$ cat config.mk
export PLATFORM = sky130hd
export DESIGN_NAME = updn_counter
export DESIGN_NICKNAME = d
export VERILOG_FILES = /design/src/rtl/updn_pkg.sv /design/src/rtl/updn_ctrl.sv /design/src/rtl/updn_next.sv /design/src/rtl/updn_term.sv /design/src/rtl/updn_counter.sv
export SDC_FILE = /design/constraint.sdc
export NUM_CORES = 1
export LEC_CHECK = 0
export BUFFER_PORTS_ARGS = -buffer_cell sky130_fd_sc_hd__buf_2
export CAP_MARGIN = 5
export CORE_AREA = 2 2 39 41
export CTS_CLUSTER_DIAMETER = 200
export DETAILED_ROUTE_END_ITERATION = 16
export DIE_AREA = 0 0 41 43
export PLACE_DENSITY = 0.65
export SYNTH_ARGS = -nofsm -noshare
export SYNTH_HDL_FRONTEND = slang
export SYNTH_SLANG_ARGS = --single-unit
$ cat constraint.sdc
create_clock -name clk -period 1.8 [get_ports clk]
set_clock_uncertainty 0.1 [all_clocks]
set_input_delay 0 -clock clk [delete_from_list [all_inputs] [get_ports clk]]
set_output_delay 0 -clock clk [all_outputs]
set_load 0.02 [all_outputs]
$ cat src/rtl/updn_pkg.sv
package updn_pkg;

    typedef enum logic {
        MODE_BINARY = 1'b0,
        MODE_DECADE = 1'b1
    } count_mode_e;

    typedef enum logic [1:0] {
        OP_HOLD = 2'd0,
        OP_UP   = 2'd1,
        OP_DOWN = 2'd2,
        OP_LOAD = 2'd3
    } count_op_e;

    typedef struct packed {
        count_op_e op;
        logic      tc_gate;
    } ctrl_t;

    localparam logic [3:0] BCD_LAST = 4'd9;

    // decade increment, including the illegal-code steering
    function automatic logic [3:0] bcd_inc(input logic [3:0] v);
        logic [3:0] r;
        case (v)
            4'd9:    r = 4'd0;
            4'd11:   r = 4'd6;
            4'd13:   r = 4'd4;
            4'd15:   r = 4'd2;
            default: r = v + 4'd1;
        endcase
        return r;
    endfunction

    // decade decrement; all illegal codes fall back to nine
    function automatic logic [3:0] bcd_dec(input logic [3:0] v);
        logic [3:0] r;
        if (v == 4'd0 || v > BCD_LAST)
            r = BCD_LAST;
        else
            r = v - 4'd1;
        return r;
    endfunction

    function automatic logic bcd_odd_illegal(input logic [3:0] v);
        return (v > BCD_LAST) && v[0];
    endfunction

endpackage

$ cat src/rtl/updn_ctrl.sv
module updn_ctrl
    import updn_pkg::*;
(
    input  logic  pload_n,
    input  logic  ena_p_n,
    input  logic  ena_t_n,
    input  logic  dir_up,
    output ctrl_t ctrl
);

    always_comb begin
        ctrl.tc_gate = ~ena_t_n;
        if (!pload_n)
            ctrl.op = OP_LOAD;
        else if (ena_p_n || ena_t_n)
            ctrl.op = OP_HOLD;
        else if (dir_up)
            ctrl.op = OP_UP;
        else
            ctrl.op = OP_DOWN;
    end

endmodule

$ cat src/rtl/updn_next.sv
module updn_next
    import updn_pkg::*;
#(
    parameter int          WIDTH = 4,
    parameter count_mode_e MODE  = MODE_BINARY
) (
    input  logic [WIDTH-1:0] cur,
    input  logic [WIDTH-1:0] d,
    input  count_op_e        op,
    output logic [WIDTH-1:0] nxt
);

    logic [WIDTH-1:0] step_up;
    logic [WIDTH-1:0] step_dn;

    generate
        if (MODE == MODE_DECADE) begin : g_dec
            always_comb begin
                step_up = WIDTH'(bcd_inc(cur[3:0]));
                step_dn = WIDTH'(bcd_dec(cur[3:0]));
            end
        end else begin : g_bin
            always_comb begin
                step_up = cur + WIDTH'(1);
                step_dn = cur - WIDTH'(1);
            end
        end
    endgenerate

    always_comb begin
        unique case (op)
            OP_LOAD: nxt = d;
            OP_UP:   nxt = step_up;
            OP_DOWN: nxt = step_dn;
            default: nxt = cur;
        endcase
    end

endmodule

$ cat src/rtl/updn_term.sv
module updn_term
    import updn_pkg::*;
#(
    parameter int          WIDTH = 4,
    parameter count_mode_e MODE  = MODE_BINARY
) (
    input  logic [WIDTH-1:0] cur,
    input  logic             dir_up,
    input  logic             tc_gate,
    output logic             term_n
);

    localparam logic [WIDTH-1:0] TOP_BIN = {WIDTH{1'b1}};
    localparam logic [WIDTH-1:0] TOP_DEC = WIDTH'(BCD_LAST);

    logic at_top;

    generate
        if (MODE == MODE_DECADE) begin : g_dec
            assign at_top = (cur == TOP_DEC) || bcd_odd_illegal(cur[3:0]);
        end else begin : g_bin
            assign at_top = (cur == TOP_BIN);
        end
    endgenerate

    assign term_n = ~(tc_gate & (dir_up ? at_top : (cur == '0)));

endmodule

$ cat src/rtl/updn_counter.sv
module updn_counter
    import updn_pkg::*;
#(
    parameter int          WIDTH = 4,
    parameter count_mode_e MODE  = MODE_BINARY
) (
    input  logic             clk,
    input  logic             rst,
    input  logic             pload_n,
    input  logic [WIDTH-1:0] d,
    input  logic             ena_p_n,
    input  logic             ena_t_n,
    input  logic             dir_up,
    output logic [WIDTH-1:0] cnt,
    output logic             term_n
);

    localparam logic [WIDTH-1:0] ALL_ONES = {WIDTH{1'b1}};
    localparam logic [WIDTH-1:0] DEC_NINE = WIDTH'(BCD_LAST);

    ctrl_t            ctrl;
    logic [WIDTH-1:0] nxt;

    updn_ctrl u_ctrl (
        .pload_n (pload_n),
        .ena_p_n (ena_p_n),
        .ena_t_n (ena_t_n),
        .dir_up  (dir_up),
        .ctrl    (ctrl)
    );

    updn_next #(.WIDTH(WIDTH), .MODE(MODE)) u_next (
        .cur (cnt),
        .d   (d),
        .op  (ctrl.op),
        .nxt (nxt)
    );

    updn_term #(.WIDTH(WIDTH), .MODE(MODE)) u_term (
        .cur     (cnt),
        .dir_up  (dir_up),
        .tc_gate (ctrl.tc_gate),
        .term_n  (term_n)
    );

    always_ff @(posedge clk) begin
        if (rst)
            cnt <= '0;
        else
            cnt <= nxt;
    end

    AST_RESET_CLEARS: assert property (@(posedge clk) rst |=> cnt == '0);

    AST_LOAD_WINS: assert property (@(posedge clk) disable iff (rst)
        !pload_n |=> cnt == $past(d));

    AST_HOLD_DISABLED: assert property (@(posedge clk) disable iff (rst)
        (pload_n && (ena_p_n || ena_t_n)) |=> cnt == $past(cnt));

    AST_TC_GATED: assert property (@(posedge clk) disable iff (rst)
        ena_t_n |-> term_n);

    generate
        if (MODE == MODE_DECADE) begin : g_chk_dec
            AST_DEC_DOWN_TO_NINE: assert property (@(posedge clk) disable iff (rst)
                (ctrl.op == OP_DOWN && cnt > DEC_NINE) |=> cnt == DEC_NINE);
            AST_DEC_ODD_RECOVER: assert property (@(posedge clk) disable iff (rst)
                (ctrl.op == OP_UP && cnt > DEC_NINE && cnt[0]) |=> cnt <= DEC_NINE);
            AST_DEC_ODD_TC: assert property (@(posedge clk) disable iff (rst)
                (!ena_t_n && dir_up && cnt > DEC_NINE && cnt[0]) |-> !term_n);
            AST_DEC_UP_WRAP: assert property (@(posedge clk) disable iff (rst)
                (ctrl.op == OP_UP && cnt == DEC_NINE) |=> cnt == '0);
        end else begin : g_chk_bin
            AST_BIN_UP_WRAP: assert property (@(posedge clk) disable iff (rst)
                (ctrl.op == OP_UP && cnt == ALL_ONES) |=> cnt == '0);
            AST_BIN_DOWN_WRAP: assert property (@(posedge clk) disable iff (rst)
                (ctrl.op == OP_DOWN && cnt == '0) |=> cnt == ALL_ONES);
        end
    endgenerate

endmodule

==> results by group <==
Cells and area
  – Top flop regs: cnt: 4 flops
  – Ant diodes: 0
  – Max FFs per register: 4
  – Share of layout cells above drive strength 1: 32.86%
  – Biggest register: cnt
  – P&R area growth vs syn: 32.92%
  – Fillers: 153
  – Fin nets: 86

Clock network
  – CTS buffer count: 3
  – CTS tree: built
  – Clock Latency Late Sink: roughly 0.23 ns
  – H-Tree Depth: 1
  – CTS root buffer: clkbuf_4
  – Clock transition at the registers of the reported paths: 0.04 ns
  – CTS max path bufs: 2
  – Post-CTS Setup Bufs: 0
  – CTS sink count: 4

Yosys
  – Top cell type's share of synthesized area: between 10% and 20%
  – #FFs+latches synth: 4
  – Synth Area in Simple Gates: 27.02%
  – Netlist cell types: 29
  – Syn Nets: 65
  – Synth Area in Compound Gates: between 20 and 25%
  – Cell taking the most area after synthesis: dfxtp_1
  – Synthesis Warnings: 0
  – Ys flop type: dfxtp_1
  – Synth top area cells: dfxtp_1 (20%), ha_1 (12%), o21ai_0 (7.5%), nor2_1 (5.6%), mux2i_1 (5.0%)
  – Top cells by count, synth: nor2_1 (6), o21ai_0 (6), dfxtp_1 (4), ha_1 (4)
  – Avg Inst Size Synth: 7.900 um^2
  – Post-Synth XOR/XNOR Area: 6.522%
  – Post-synth EDFFs: 0
  – Register area share after synthesis: 19.88%
  – Largest family of logic cells by synthesized area: simple AND/OR/NAND/NOR gates
  – Adder-cell share of the synthesized area: about an eighth
  – Post-synthesis mux area share: 4.969%
  – Post-Syn Instances: 51
  – Async SR Flop Fraction: 0%
  – Mapped cell area: 402.9 um^2

Hold path
  – Hold Path End: cnt[2]$_SDFFE_PP0P_
  – Hold path cells: 4
  – Hold path start: d[2]
  – Hold Path Class: input pin to flip-flop

Timing
  – Sum Neg Setup Slack: 0 ns
  – Rel. slew slack: 74.70%
  – Min cycle time layout: around 1.6 ns
  – F_max: between 600 and 700 MHz
  – Final Hold Fails: 0
  – Worst-Margin Slew: 0.3761 ns
  – Period Utilization, post-route: 88.33%
  – RSZ-0062 raised after global routing: false
  – Final setup vio count: 0
  – Max-slew violations: 0

Worst setup path
  – Crit Path Class: flip-flop to output pin
  – CP cell instances: or4_1 > o21ai_1 > nand2b_1 > buf_2
  – FF-to-FF path depth: 6
  – Slowest CP cell: or4_1
  – Family with the most delay on the worst path: simple AND/OR/NAND/NOR gates
  – Critical Path Start: cnt[2]$_SDFFE_PP0P_
  – Worst path required time: ~1.7 ns
  – CP max stage delay: ~0.54 ns
  – Startpoint class of the critical path: flip-flop
  – CP Capture Type: output pin
  – R2R Path End: cnt[1]$_SDFFE_PP0P_
  – R2R Path Start: cnt[1]$_SDFFE_PP0P_
  – Arrival time at the worst endpoint: 1.49 ns
  – CP max FO: 9
  – Setup slack, reg-to-reg: 0.34 ns
  – CP Buf/Inv Count: 1

Route
  – Average wire per standard cell: 10.06 um
  – Drt initial violations: 8
  – Vias per inst: 4.942
  – Total Wirelength: approximately 870 um
  – Via count: 425
  – Drt pass-1 iters: 4
  – # DRC: 0
  – Routed Antenna Nets: 0

Job
  – Max-cap violations: 0

Power and ir drop
  – Leak: 0.2573 nW
  – Worst vdd ir: 0.0003073 V
  – Design Power: 386.6 uW
  – Power per cell area: roughly 720 nW/um^2

Placement
  – IO buf count: 14
  – HPWL after DPL: 680.8 um
  – GPL Wtd Cong: 0.7138

Floorplanning
  – Total core area: 1384 um^2
  – # rows: 14
  – Die W: 41 um
  – Initial Util: 29.11%
  – Die area: 1763 um^2
  – DIE HEIGHT: 43 um
  – IO Count: 15

GRT
  – Vias in the first global route: 335
  – Largest net degree at the start of global routing: 10
  – First-pass GRT wire length: 1.373 mm
  – Antenna violations before repair: 0
  – Global Route Usage Sum: 11.66%
  – GRT overflow: 0

Outcome
  – Status: completed
[placed cells by master, fill, tap and decap left out]
master,n
a21oi_1,2
ha_1,4
xnor2_1,1
nand2b_1,2
o21ai_0,6
a21boi_0,1
o31ai_1,1
nand2_1,2
clkbuf_4,3
dlygate4sd3_1,1
buf_2,14
nor2_1,6
nand3_1,1
nor3b_1,1
xor2_1,2
a22oi_1,1
inv_1,2
and3_2,1
dfxtp_1,4
mux2i_1,2
and3b_2,1
or4_1,1
a31oi_1,1
nor4b_2,1
o211ai_1,1
o21a_1,1
nand3b_1,1
o21ai_1,1
buf_4,3
nor2b_1,1
a211o_1,1
[report_power, final]
group | switching [mW] | internal [mW]
Clock | 0.0374 | 0.0746
Combinational | 0.0763 | 0.0719
Sequential | 0.0246 | 0.102
Total | 0.138 | 0.248
[how the worst max path moves through the flow]
stage          cells after the start                  end
2_1_floorplan                      7  cnt[3]$_SDFFE_PP0P_
3_3_place_gp                       9  cnt[1]$_SDFFE_PP0P_
3_5_place_dp                       9  cnt[1]$_SDFFE_PP0P_
4_1_cts                            4               term_n
5_1_grt                            4               term_n
6_report                           4               term_n
[what timing repair did]
action                                  CTS  global route
gates resized for setup                   0             0
hold buffers                              1             0
endpoints found under the setup margin    0             0
hold endpoints to repair                  3             0
[kinds of logic after synthesis]
kind of cell | Yosys count
fa+ha+maj | 4
mux | 2
compound gates | 16
xor+xnor | 3
flops | 4
buf+inv | 4
simple gates | 18
[layout make-up]
cell class / count / area (um^2) / area share [%]
Multi-Input combinational cell: 43 / 302.8 / 56.54
Timing Repair Buffer: 18 / 102.6 / 19.16
Sequential cell: 4 / 80.08 / 14.95
Clock buffer: 3 / 22.52 / 4.206
Tap cell: 16 / 20.02 / 3.738
Inverter: 2 / 7.507 / 1.402
[worst min-delay path, cell delays in order]
cell     delay (ns)
buf_2          0.07
o21a_1         0.11
o21ai_0        0.06
o21ai_0        0.06
[per-layer routing]
layer / part of all wire [%] / global-route usage [%]
met1: 49 / 16.13
met2: 45 / 15.00
met3: 5.8 / 3.141
met4: 0 / 8.000
met5: 0 / 0
[metrics by stage]
stage	cells	util [%]	worst slack, ns	hold WS (ns)	instance area [um^2]
after floorplan	51	-	0.2281	-0.02762	402.9
after global placement	82	36.35	0.03284	0.1441	503.0
after detailed placement	82	36.35	0.04494	0.1443	503.0
after CTS	86	38.70	0.2045	0.006456	535.5
after global routing	86	38.70	0.08321	0.03820	535.5
final	86	38.70	0.2101	0.007947	535.5
Note: power is estimated with default switching activity, not from simulation.
